File: config.mk
export PLATFORM = sky130hd
export DESIGN_NAME = spi_cmd_engine
export DESIGN_NICKNAME = d
export VERILOG_FILES = /design/src/rtl/spi_cmd_pkg.sv /design/src/rtl/spi_cmd_clkdiv.sv /design/src/rtl/spi_cmd_shifter.sv /design/src/rtl/spi_cmd_engine.sv
export SDC_FILE = /design/constraint.sdc
export NUM_CORES = 1
export LEC_CHECK = 0
export BUFFER_PORTS_ARGS = -buffer_cell sky130_fd_sc_hd__buf_4
export CAP_MARGIN = 15
export CORE_MARGIN = 3
export CORE_UTILIZATION = 55
export DETAILED_ROUTE_END_ITERATION = 7
export GPL_ROUTABILITY_DRIVEN = 0
export PLACE_DENSITY = 0.81
export RECOVER_POWER = 100
export SLEW_MARGIN = 20
export SYNTH_ARGS = -nofsm -noshare
export SYNTH_HDL_FRONTEND = slang
export SYNTH_SLANG_ARGS = --single-unit
File: constraint.sdc
create_clock -name clk -period 5.35 [get_ports clk]
set_input_delay 0 -clock clk [delete_from_list [all_inputs] [get_ports clk]]
set_output_delay 0 -clock clk [all_outputs]
set_load 0.05 [all_outputs]
File: src/rtl/spi_cmd_pkg.sv
package spi_cmd_pkg;
   localparam int BYTE_W = 8;

   localparam logic [BYTE_W-1:0] OPC_PINS     = 8'h80;
   localparam logic [BYTE_W-1:0] OPC_LOOP_OFF = 8'h85;
   localparam logic [BYTE_W-1:0] OPC_DIV      = 8'h86;
   localparam logic [BYTE_W-1:0] OPC_FAST     = 8'h8A;
   localparam logic [BYTE_W-1:0] OPC_WRITE    = 8'h11;
   localparam logic [BYTE_W-1:0] OPC_READ     = 8'h20;

   localparam int PIN_SCK  = 0;
   localparam int PIN_MOSI = 1;

   typedef enum logic [2:0] {
      ST_OP, ST_ARG1, ST_ARG2, ST_WDATA, ST_WSHIFT, ST_RSHIFT, ST_PUSH
   } state_t;

   typedef enum logic [1:0] {
      K_PINS, K_DIV, K_WRITE, K_READ
   } kind_t;
endpackage

File: src/rtl/spi_cmd_clkdiv.sv
module spi_cmd_clkdiv #(
   parameter int DIV_W    = 16,
   parameter int PRESCALE = 5
) (
   input  logic             clk,
   input  logic             rst_n,
   input  logic             en,
   input  logic             fast,
   input  logic [DIV_W-1:0] div,
   output logic             tick
);
   localparam int PS_W  = $clog2(PRESCALE + 1);
   localparam int LIM_W = DIV_W + PS_W + 1;
   localparam logic [LIM_W-1:0] ONE = LIM_W'(1);
   localparam logic [LIM_W-1:0] PRE = LIM_W'(PRESCALE);

   logic [LIM_W-1:0] limit;
   logic [LIM_W-1:0] cnt;

   always_comb limit = (LIM_W'(div) + ONE) * (fast ? ONE : PRE) - ONE;

   assign tick = en && (cnt == limit);

   always_ff @(posedge clk or negedge rst_n) begin
      if (!rst_n)           cnt <= '0;
      else if (!en || tick) cnt <= '0;
      else                  cnt <= cnt + ONE;
   end
endmodule

File: src/rtl/spi_cmd_shifter.sv
module spi_cmd_shifter
   import spi_cmd_pkg::*;
(
   input  logic              clk,
   input  logic              rst_n,
   input  logic              go,
   input  logic [BYTE_W-1:0] tx,
   input  logic              tick,
   input  logic              miso,
   output logic              busy,
   output logic              sck,
   output logic              mosi,
   output logic [BYTE_W-1:0] rx,
   output logic              done
);
   localparam int CNT_W = $clog2(BYTE_W);
   localparam logic [CNT_W-1:0] LAST = CNT_W'(BYTE_W - 1);

   logic [BYTE_W-1:0] sh;
   logic [CNT_W-1:0]  nbit;

   assign mosi = busy & sh[BYTE_W-1];

   always_ff @(posedge clk or negedge rst_n) begin
      if (!rst_n) begin
         sh   <= '0;
         nbit <= '0;
         busy <= 1'b0;
         sck  <= 1'b0;
         rx   <= '0;
         done <= 1'b0;
      end else begin
         done <= 1'b0;
         if (go) begin
            sh   <= tx;
            nbit <= '0;
            busy <= 1'b1;
            sck  <= 1'b0;
         end else if (busy && tick) begin
            if (!sck) begin
               sck <= 1'b1;
               rx  <= {rx[BYTE_W-2:0], miso};
            end else begin
               sck  <= 1'b0;
               sh   <= {sh[BYTE_W-2:0], 1'b0};
               nbit <= nbit + CNT_W'(1);
               if (nbit == LAST) begin
                  busy <= 1'b0;
                  done <= 1'b1;
               end
            end
         end
      end
   end
endmodule

File: src/rtl/spi_cmd_engine.sv
module spi_cmd_engine
   import spi_cmd_pkg::*;
#(
   parameter int                DIV_W        = 16,
   parameter int                LEN_W        = 16,
   parameter int                PRESCALE     = 5,
   parameter logic [DIV_W-1:0]  DIV_RST      = '0,
   parameter logic [BYTE_W-1:0] PIN_RST_VAL  = 8'h08,
   parameter logic [BYTE_W-1:0] PIN_RST_DIR  = 8'h0B,
   parameter bit                LOOPBACK_RST = 1'b1
) (
   input  logic              clk,
   input  logic              rst_n,
   input  logic [BYTE_W-1:0] in_data,
   input  logic              in_valid,
   output logic              in_ready,
   output logic [BYTE_W-1:0] out_data,
   output logic              out_valid,
   input  logic              out_ready,
   output logic [BYTE_W-1:0] pins_out,
   output logic [BYTE_W-1:0] pins_oe,
   input  logic              spi_miso,
   output logic              err_flag
);
   localparam int ARG_W = 2 * BYTE_W;

   if (DIV_W < 1 || DIV_W > ARG_W) begin : g_bad_div
      $error("DIV_W must lie in 1..16");
   end
   if (LEN_W < 1 || LEN_W > ARG_W) begin : g_bad_len
      $error("LEN_W must lie in 1..16");
   end
   if (PRESCALE < 1) begin : g_bad_pre
      $error("PRESCALE must be at least 1");
   end

   state_t            st;
   kind_t             kind;
   logic [BYTE_W-1:0] arg_lo;
   logic [LEN_W-1:0]  remain;
   logic [DIV_W-1:0]  div_q;
   logic              fast_q;
   logic              loop_q;
   logic [BYTE_W-1:2] pval_q;
   logic [BYTE_W-1:0] pdir_q;
   logic              err_q;
   logic [BYTE_W-1:0] odata_q;
   logic              ovalid_q;

   logic              take;
   logic [ARG_W-1:0]  arg16;
   logic              go;
   logic [BYTE_W-1:0] go_byte;
   logic              tick;
   logic              busy;
   logic              sck_w;
   logic              mosi_w;
   logic              miso_w;
   logic [BYTE_W-1:0] rx_w;
   logic              done_w;

   assign take  = in_valid & in_ready;
   assign arg16 = {in_data, arg_lo};

   always_comb begin
      in_ready = (st == ST_OP) || (st == ST_ARG1) ||
                 (st == ST_ARG2) || (st == ST_WDATA);
   end

   always_comb begin
      go      = 1'b0;
      go_byte = '0;
      if (take && st == ST_WDATA) begin
         go      = 1'b1;
         go_byte = in_data;
      end else if (take && st == ST_ARG2 && kind == K_READ) begin
         go = 1'b1;
      end else if (st == ST_PUSH && out_ready && remain != '0) begin
         go = 1'b1;
      end
   end

   always_ff @(posedge clk or negedge rst_n) begin
      if (!rst_n) begin
         st       <= ST_OP;
         kind     <= K_PINS;
         arg_lo   <= '0;
         remain   <= '0;
         div_q    <= DIV_RST;
         fast_q   <= 1'b0;
         loop_q   <= LOOPBACK_RST;
         pval_q   <= PIN_RST_VAL[BYTE_W-1:2];
         pdir_q   <= PIN_RST_DIR;
         err_q    <= 1'b0;
         odata_q  <= '0;
         ovalid_q <= 1'b0;
      end else begin
         case (st)
            ST_OP: if (take) begin
               case (in_data)
                  OPC_PINS:     begin kind <= K_PINS;  st <= ST_ARG1; end
                  OPC_DIV:      begin kind <= K_DIV;   st <= ST_ARG1; end
                  OPC_WRITE:    begin kind <= K_WRITE; st <= ST_ARG1; end
                  OPC_READ:     begin kind <= K_READ;  st <= ST_ARG1; end
                  OPC_FAST:     fast_q <= 1'b1;
                  OPC_LOOP_OFF: loop_q <= 1'b0;
                  default:      err_q  <= 1'b1;
               endcase
            end
            ST_ARG1: if (take) begin
               arg_lo <= in_data;
               st     <= ST_ARG2;
            end
            ST_ARG2: if (take) begin
               case (kind)
                  K_PINS: begin
                     pval_q <= arg_lo[BYTE_W-1:2];
                     pdir_q <= in_data;
                     st     <= ST_OP;
                  end
                  K_DIV: begin
                     div_q <= arg16[DIV_W-1:0];
                     st    <= ST_OP;
                  end
                  K_WRITE: begin
                     remain <= arg16[LEN_W-1:0];
                     st     <= ST_WDATA;
                  end
                  default: begin
                     remain <= arg16[LEN_W-1:0];
                     st     <= ST_RSHIFT;
                  end
               endcase
            end
            ST_WDATA: if (take) st <= ST_WSHIFT;
            ST_WSHIFT: if (done_w) begin
               if (remain == '0) st <= ST_OP;
               else begin
                  remain <= remain - LEN_W'(1);
                  st     <= ST_WDATA;
               end
            end
            ST_RSHIFT: if (done_w) begin
               odata_q  <= rx_w;
               ovalid_q <= 1'b1;
               st       <= ST_PUSH;
            end
            ST_PUSH: if (out_ready) begin
               ovalid_q <= 1'b0;
               if (remain == '0) st <= ST_OP;
               else begin
                  remain <= remain - LEN_W'(1);
                  st     <= ST_RSHIFT;
               end
            end
            default: st <= ST_OP;
         endcase
      end
   end

   assign miso_w = loop_q ? mosi_w : spi_miso;

   spi_cmd_clkdiv #(
      .DIV_W    (DIV_W),
      .PRESCALE (PRESCALE)
   ) i_clkdiv (
      .clk   (clk),
      .rst_n (rst_n),
      .en    (busy),
      .fast  (fast_q),
      .div   (div_q),
      .tick  (tick)
   );

   spi_cmd_shifter i_shifter (
      .clk   (clk),
      .rst_n (rst_n),
      .go    (go),
      .tx    (go_byte),
      .tick  (tick),
      .miso  (miso_w),
      .busy  (busy),
      .sck   (sck_w),
      .mosi  (mosi_w),
      .rx    (rx_w),
      .done  (done_w)
   );

   for (genvar gi = 0; gi < BYTE_W; gi++) begin : g_pin
      if (gi == PIN_SCK) begin : g_sck
         assign pins_out[gi] = sck_w;
      end else if (gi == PIN_MOSI) begin : g_mosi
         assign pins_out[gi] = mosi_w;
      end else begin : g_gpio
         assign pins_out[gi] = pval_q[gi];
      end
   end

   assign pins_oe   = pdir_q;
   assign out_data  = odata_q;
   assign out_valid = ovalid_q;
   assign err_flag  = err_q;
endmodule

=== Yosys cells after proc, flatten, opt, wreduce, memory -nomap -nowiden ===
Index checks and enable logic that the tools add are counted.

* Add/subtract/negate cells: 5
* $mul: 1
* Equality and inequality tests: 26
* Muxes and demuxes: 46
* Bitwise operators: 5
* Reductions and logical operators: 39

{| class="wikitable"
|+ Operator list
! operator !! count
|-
| $mux 16 || 5
|-
| $pmux 16 s3 || 1
|-
| $mux 3 || 13
|-
| $eq 8x8->1 const B || 4
|-
| $mux 8 || 4
|-
| $reduce_and 3->1 || 9
|-
| $pmux 3 s7 || 1
|-
| $add 20x1->20 const B || 1
|-
| $eq 20x20->1 || 1
|-
| $mul 20x20->20 || 1
|-
| $mux 20 || 1
|-
| $sub 20x1->20 const B || 1
|-
| $add 16x1->17 const B || 1
|-
| $mux 1 || 17
|-
| $logic_not 16->1 || 1
|-
| $reduce_bool 16->1 || 1
|-
| $sub 16x1->16 const B || 1
|-
| $ne 2x2->1 const B || 7
|-
| $eq 3x3->1 const B || 4
|-
| $eq 8x5->1 const B || 1
|-
| $eq 8x6->1 const B || 1
|-
| $pmux 2 s4 || 1
|-
| $reduce_and 8->1 || 1
|-
| $reduce_bool 2->1 || 4
|-
| other kinds (23) || 40
|}

* Register bits after elaboration: 113
* Bits of input ports: 13
* Output and inout bits: 27
* Word-level logic and storage cells: 141

=== Depth between registers and ports, before layout ===
Gate-level depths: netlist of run 1.

* Depth after elaboration: 11
* Gate-level depth with buffers: 20
* Depth with buffers taken out: 19

=== Hierarchy ===
A second synthesis of run 1 with hierarchy kept.

* Cells, all modules: 821
* Area total of the unflattened synthesis: 7,816.2 µm²

{| class="wikitable"
|+ By module, submodules not included
! module !! times used !! cells an instance !! area each (µm²) !! sequential area each (µm²)
|-
| spi_cmd_engine || 1 || 355 || 3,722.3 || 1,783.0
|-
| spi_cmd_clkdiv || 1 || 382 || 3,155.5 || 500.5
|-
| spi_cmd_shifter || 1 || 84 || 938.4 || 550.5
|}

=== Worst setup path after synthesis of run 1 ===
No wires, ideal clock.

* Path kind: register to register
* Start point: register div_q[2]
* End point: register i_shifter.rx[1]
* Setup time: 0.125 ns
* Arrival: 4.840 ns
* Required time: 5.225 ns
* Path slack: 0.385 ns
* Cell stages (with the launch flop): 19
* Buffers on the path: 0
* Period minus slack after synthesis: 4.965 ns
* Cell sequence: dfrtp_1 -> and3_1 -> and3_1 -> nand3_1 -> nor3_1 -> nand3_1 -> xor2_1 -> or2_2 -> fa_1 -> inv_1 -> ha_1 -> nand4_1 -> nor3_1 -> o2bb2ai_1 -> mux2i_1 -> nor4b_4 -> nand4_4 -> nor4_4 -> mux2_2

* Word-level cells in the longest chain between the ends: 7

{| class="wikitable"
|+ RTL lines
! what !! line !! RTL
|-
| from (decl) || spi_cmd_engine.sv:41 || <nowiki>logic [DIV_W-1:0] div_q;</nowiki>
|-
| from (signal assigned) || spi_cmd_engine.sv:122 || <nowiki>div_q <= arg16[DIV_W-1:0];</nowiki>
|-
| $add 16x1->17 || spi_cmd_clkdiv.sv:20 || <nowiki>always_comb limit = (LIM_W'(div) + ONE) * (fast ? ONE : PRE) - ONE;</nowiki>
|-
| $mul 20x20->20 || spi_cmd_clkdiv.sv:20 ||
|-
| $sub 20x1->20 || spi_cmd_clkdiv.sv:20 ||
|-
| $eq 20x20->1 || spi_cmd_clkdiv.sv:22 || <nowiki>assign tick = en && (cnt == limit);</nowiki>
|-
| $logic_and 1x1->1 || spi_cmd_clkdiv.sv:22 ||
|-
| $logic_and 1x1->1 || spi_cmd_shifter.sv:39 || <nowiki>end else if (busy && tick) begin</nowiki>
|-
| $reduce_and 3->1 (no source line) || -- ||
|-
| to (signal assigned) || spi_cmd_shifter.sv:42 || <nowiki>rx <= {rx[BYTE_W-2:0], miso};</nowiki>
|-
| to (decl) || spi_cmd_shifter.sv:13 || <nowiki>output logic [BYTE_W-1:0] rx,</nowiki>
|}

Every way passes these cells.
A chain may end at the register's enable or synchronous reset.

=== Worst setup path in the final report of run 1 ===
* Start point: register div_q[3]
* End point: register i_shifter.rx[1]

Same word-level chain as after synthesis.

==> results of run 1 <==
repair_timing:
item	4_1_cts	5_1_grt
endpoints found under the hold margin	84	0
setup endpoints to repair	1	41
gates resized for setup	0	23
hold buffers	12	0
pin swaps	1	4
buffers inserted	0	6
synth_stat cells, types with 9 or more instances:
master,number
dfrtp_1,108
nor2_1,71
inv_1,65
mux2_2,54
a21oi_1,46
nand2_1,39
o21ai_0,33
xor2_1,33
nor3_1,29
nand3_1,28
clkbuf_1,27
ha_1,26
xnor2_1,23
or2_2,16
fa_1,15
and3_1,14
nand4_1,14
a211oi_1,12
mux2i_1,10
nand2b_1,9
cell families after synthesis:
group,Yosys count,synth area share
AND/OR/NAND/NOR,256,0.1783
AO/OA/AOI/OAI,167,0.1493
flip-flops,113,0.3775
buffers and inverters,100,0.05183
multiplexers,64,0.09433
XOR/XNOR,56,0.06533
adder cells (fa/ha/maj),41,0.08333
metrics by stage:
stage | hold slack [ns] | utilization
finish | 0.4408 | 0.6536
global route | 0.4720 | 0.6536
CTS | 0.1633 | 0.6510
detailed placement | 0.04495 | 0.5967
global placement | 0.04868 | 0.5967
floorplan | -0.2956 | -
metal layers:
metal	vias to the layer above	wire, um
met1	3060	8076
met3	33	989
met2	213	8167
li1	2932	-
met5	-	0
met4	0	417
worst paths after layout:
kind / end / slack [ns] / from / depth (start not counted)
min in group asynchronous: i_clkdiv.cnt[6]$_DFF_PN0_ / 0.92 / rst_n / 2
hold reg to reg: loop_q$_DFFE_PN1P_ / 0.48 / loop_q$_DFFE_PN1P_ / 1
setup reg to reg: i_shifter.rx[1]$_DFFE_PN0P_ / 0.16 / div_q[3]$_DFFE_PN0P_ / 21
hold / removal: i_shifter.rx[0]$_DFFE_PN0P_ / 0.44 / spi_miso / 4
max in group asynchronous: pins_oe[7]$_DFFE_PN0P_ / 1.78 / rst_n / 3
setup / recovery: i_shifter.rx[1]$_DFFE_PN0P_ / 0.16 / div_q[3]$_DFFE_PN0P_ / 21
worst min-delay path, cell delays in order:
cell,delay [ns]
dlygate4sd3_1,0.53
buf_4,0.10
mux2i_1,0.06
mux2i_1,0.13
cell usage in the layout (no fill, tap or decap), types with 4 or more instances in the layout:
| cell type | instances |
|---|---|
| dfrtp_1 | 108 |
| nor2_1 | 71 |
| inv_1 | 65 |
| mux2_2 | 54 |
| a21oi_1 | 44 |
| nand2_1 | 39 |
| o21ai_0 | 32 |
| xor2_1 | 31 |
| clkbuf_1 | 30 |
| nand3_1 | 27 |
| nor3_1 | 26 |
| xnor2_1 | 22 |
| ha_1 | 22 |
| buf_4 | 20 |
| clkbuf_16 | 17 |
| or2_2 | 16 |
| fa_1 | 15 |
| nand4_1 | 14 |
| and3_1 | 12 |
| dlygate4sd3_1 | 12 |
| mux2i_1 | 10 |
| nand2b_1 | 9 |
| a211oi_1 | 8 |
| a2111oi_0 | 8 |
| o22ai_1 | 7 |
| o21a_1 | 6 |
| nor4_1 | 6 |
| a22oi_1 | 6 |
| nor2b_1 | 5 |
| or3_1 | 5 |
| a211oi_2 | 5 |
| a31oi_1 | 5 |
| clkinvlp_4 | 5 |
| dfstp_2 | 5 |
| and4_1 | 4 |
| o211ai_1 | 4 |
| a21oi_2 | 4 |
| o22a_1 | 4 |
| ha_2 | 4 |
sequential cells by signal, summed over array words and instances (netlist names), 2 cells and up:
signal and count:
i_clkdiv.cnt 20, div_q 16, remain 16, arg_lo 8, i_shifter.rx 8, i_shifter.sh 8, out_data 8, pins_oe 8
pval_q 6, i_shifter.nbit 3, st 3, kind 2
power breakdown:
group	switching (W)	total (W)	internal [W]
registers	0.000179	0.00125	0.00107
clock network	0.000412	0.00113	0.000720
logic	0.00136	0.00222	0.000856
total	0.00195	0.00460	0.00264
area by class of cell:
type	count	area share
Sequential cell	113	0.3261
Multi-Input combinational cell	584	0.5054
Tap cell	176	0.02534
Timing Repair Buffer	64	0.04593
Clock inverter	12	0.01541
Clock buffer	20	0.05371
Inverter	65	0.02808
==> flow_summary.toml, run 1 <==
[timing]
fin_crit_sh = 0.9709
fmax_mhz = 192.5
fin_worst_skew_ns = 0.01092
setup_violations = 0
worst_pin_slew_ns = 2.557
slew_viol_final = 116
slew_headroom = -0.7045
tns_ns = 0
period_minus_slack_ns = 5.194
fin_ws_ns = 0.1558
final-hold-violation-count = 0

[power_and_ir_drop]
total_power_w = 0.004597
ir_drop_v = 0.0004393
p_per_area_nw_per_um2 = 529.0
p_leak_nw = 4.066

[detailed_routing]
via_per_inst = 6.033
routedWlPerCell_um = 17.07
wl_mm = 17.65
ant_nets = 0
drc = 0
drt_iter0_markers = 635
via_count = 6238
dr.pass1.iters = 5

[setup_path]
slowest_stage = "fa_1"
path_max_fanout = 8
crit_chain = "and3_4, and3_4, nand3_1, nor3_2, buf_4, nand3_1, xor2_2, or2_2, inv_1, fa_1, inv_1, ha_2, xnor2_2, nor4b_1, a222oi_1, o31ai_1, nor4_2, nand4_4, nor4_4, buf_6, mux2_2"
cp_num_buf_inv = 4
cp-start-kind = "flip-flop"
worstSetupPathType = "reg -> reg"
endpoint_kind = "flip-flop"
arrival_ns = 5.50
slowest_delay_ns = 0.41
crit_family = "simple AND/OR/NAND/NOR gates"
required_ns = 5.66

[clock_tree]
h-tree-depth = 4
clk_pin_slew_worst_paths_ns = 0.05
root_buffer = "clkbuf_16"
numCtsBuffers = 17
cts_sinks = 113
cts_tree = "yes"
clkLatencyLatePin_ns = 0.43
clock_path_buffers = 2

[grt]
grt_max_degree = 67
grt_pass1_wl_mm = 28.97
grt_use_met3 = 0.04885
grtUsageMet1 = 0.3456
grt_use_total = 0.2414
grt_use_met2 = 0.3604
grt_overflow_total = 0
first_global_vias = 5886
antenna_found_initial = 0
busiest_layer = "met2"

[layout]
fillerInstances = 1022
layout.nets = 899
area_growth_pct = 15.75
multiInputGateArea_um2 = 4392
antenna_cells = 0
final_cells = 1034
drive_gt1_frac = 0.1923
seq_area_um2 = 2834
finalInstanceArea_um2 = 8690

[yosys]
ys.flop_type = "dfrtp_1"
syn_area_um2 = 7507
synth_enable_flop_cells = 0
yosys.area.top_type = "dfrtp_1"
syn_nets = 851
synth_area_per_cell_um2 = 9.419
synth_top_cell_area_share = 0.3600
yosys_warnings = 0
synth_area_leaders = "dfrtp_1 36%, mux2_2 8.1%, ha_1 4.3%"
ys_seq_area_frac = 0.3775
yosysUniqueCellTypes = 71
ys_seq_elements = 113
netlist_instances = 797
synthArstFlopShare = 1.000

[worst_hold_path]
hp-class = "in -> reg"

[floorplan]
initial_core_util = 0.5647
die_h_um = 122.8
rows = 42
core-area_um2 = 13300
pin_count = 40
fp.dieArea_um2 = 15090
fp.dieW_um = 122.8

[status]
status = "finished with violations"
failed_checks = "capacitance limit, slew limit"

[place]
place_area_um2 = 7934
post-place-ws_ns = 0.09095
dp_hpwl_mm = 12.14
place_inst = 984
port-buffer-count = 39

[flow_run]
cap_violations = 2
(Power assumes the default switching activity.)
==> run 2, diff against run 1 <==
- HOLD_SLACK_MARGIN: default -> 0.02
- RECOVER_POWER: 100 -> default
- SLEW_MARGIN: 20 -> 15
==> flow_summary.toml, run 2 (synthesis results as in run 1) <==
[clock_tree]
h-tree-depth = 4
root_buffer = "clkbuf_16"
cts_sinks = 113
cts_tree = "yes"
clkLatencyLatePin_ns = 0.42
clock_path_buffers = 2
clk_pin_slew_worst_paths_ns = 0.05
numCtsBuffers = 17

[layout]
layout.nets = 899
area_growth_pct = 17.28
mostFrequentLayoutCell = "dfrtp_1"
largest_register_ffs = 20
antenna_cells = 0
largestRegisters = "i_clkdiv.cnt: 20 flops, div_q: 16 flops, remain: 16 flops"
max_flop_register = "i_clkdiv.cnt"
drive_gt1_frac = 0.2273
mostFrequentLayoutCells = "108 x dfrtp_1, 71 x nor2_1, 65 x inv_1"

[grt]
grt_max_degree = 67
antenna_found_initial = 0
grt_use_met2 = 0.3604
grt_use_total = 0.2414
grt_overflow_total = 0
busiest_layer = "met2"
first_global_vias = 5886
grtUsageMet1 = 0.3456
grt_pass1_wl_mm = 28.97
grt_use_met3 = 0.04885

[setup_path]
cp_num_buf_inv = 4
endpoint_kind = "flip-flop"
arrival_ns = 5.52
cp-start-kind = "flip-flop"
crit_chain = "and3_4, and3_4, nand3_1, nor3_2, buf_4, nand3_1, xor2_2, or2_2, inv_1, fa_1, inv_1, ha_2, xnor2_2, nor4b_1, a222oi_1, o31ai_1, nor4_2, nand4_4, nor4_4, buf_6, mux2_2"
worstSetupPathType = "reg -> reg"
slowest_delay_ns = 0.41
required_ns = 5.65
path_max_fanout = 8
slowest_stage = "fa_1"
crit_family = "simple AND/OR/NAND/NOR gates"

[timing]
worst_pin_slew_ns = 1.039
tns_ns = 0
fin_crit_sh = 0.9742
slew_viol_final = 0
period_minus_slack_ns = 5.212
slew_headroom = 0.3070
setup_violations = 0
final-hold-violation-count = 0
fmax_mhz = 191.9
fin_worst_skew_ns = 0.01066
fin_ws_ns = 0.1382

[detailed_routing]
ant_nets = 0
drt_iter0_markers = 576
routedWlPerCell_um = 17.10
drc = 0
via_count = 6233
dr.pass1.iters = 6
via_per_inst = 6.028
wl_mm = 17.68

[floorplan]
rows = 42
pin_count = 40
fp.dieArea_um2 = 15090
core-area_um2 = 13300
die_h_um = 122.8
fp.dieW_um = 122.8
initial_core_util = 0.5647

[place]
port-buffer-count = 39
post-place-ws_ns = 0.09095
dp_hpwl_mm = 12.14

[flow_run]
cap_violations = 0

[worst_hold_path]
hp-class = "in -> async"

[status]
status = "finished clean"

[power_and_ir_drop]
p_leak_nw = 4.186
p_per_area_nw_per_um2 = 528.5
ir_drop_v = 0.0004388
## run 2: changes by cell type in the layout (fill, tap and decap cells not counted)
cell,before,now
and2_0,1,0
clkbuf_2,1,0
clkbuf_1,30,0
and2_1,3,4
buf_4,20,51
## run 2: worst reg2reg max path, stage by stage (launching register included)
cell and delay [ns]:
dfrtp_1 0.37, and3_4 0.21, and3_4 0.21, nand3_1 0.10
nor3_2 0.28, buf_4 0.18, nand3_1 0.12, xor2_2 0.18
or2_2 0.32, inv_1 0.08, fa_1 0.41, inv_1 0.07
ha_2 0.31, xnor2_2 0.19, nor4b_1 0.16, a222oi_1 0.35
o31ai_1 0.17, nor4_2 0.41, nand4_4 0.16, nor4_4 0.29
buf_6 0.17, mux2_2 0.34
## run 2: through the flow
step | instance area [um^2] | instances | utilization | total power [W] | hold slack (ns)
2_1_floorplan | 7507 | 797 | - | 0.002845 | -0.2956
3_3_place_gp | 7934 | 984 | 0.5967 | 0.003310 | 0.04868
3_5_place_dp | 7934 | 984 | 0.5967 | 0.003360 | 0.04495
4_1_cts | 8655 | 1028 | 0.6510 | 0.004521 | 0.1633
5_1_grt | 8805 | 1034 | 0.6622 | 0.004930 | 0.1981
6_report | 8805 | 1034 | 0.6622 | 0.004654 | 0.1271
## run 2: cell type report
class | instances | area [um^2]
Clock buffer | 20 | 466.7
Clock inverter | 12 | 133.9
Fill cell | 988 | 4491
Inverter | 65 | 244.0
Multi-Input combinational cell | 584 | 4392
Sequential cell | 113 | 2834
Tap cell | 176 | 220.2
Timing Repair Buffer | 64 | 514.2
## run 2: power by group
group	switching (W)	internal, W	total, W
Sequential	0.000181	0.00107	0.00125
Combinational	0.00137	0.000907	0.00227
Clock	0.000409	0.000721	0.00113
Total	0.00196	0.00270	0.00465
## run 2: final timing paths
check,from,endpoint,slack [ns],depth (start not counted)
hold / removal,rst_n,i_clkdiv.cnt[6]$_DFF_PN0_,0.13,2
min in group clk,spi_miso,i_shifter.rx[0]$_DFFE_PN0P_,0.44,4
hold reg to reg,loop_q$_DFFE_PN1P_,loop_q$_DFFE_PN1P_,0.48,1
max in group asynchronous,rst_n,pins_oe[7]$_DFFE_PN0P_,3.97,3
setup / recovery,div_q[3]$_DFFE_PN0P_,i_shifter.rx[1]$_DFFE_PN0P_,0.14,21
setup reg to reg,div_q[3]$_DFFE_PN0P_,i_shifter.rx[1]$_DFFE_PN0P_,0.14,21
## run 2: metal layers
metal,vias to the layer above,wire (um)
met1,3046,8020
met4,0,429
met2,218,8179
met3,37,1052
met5,-,0
li1,2932,-
## run 2: what timing repair did
item	in CTS	in global routing
pin swaps	1	4
hold endpoints to repair	86	0
setup buffers	0	6
gates resized for setup	0	23
setup endpoints to repair	1	41
hold buffers	12	0
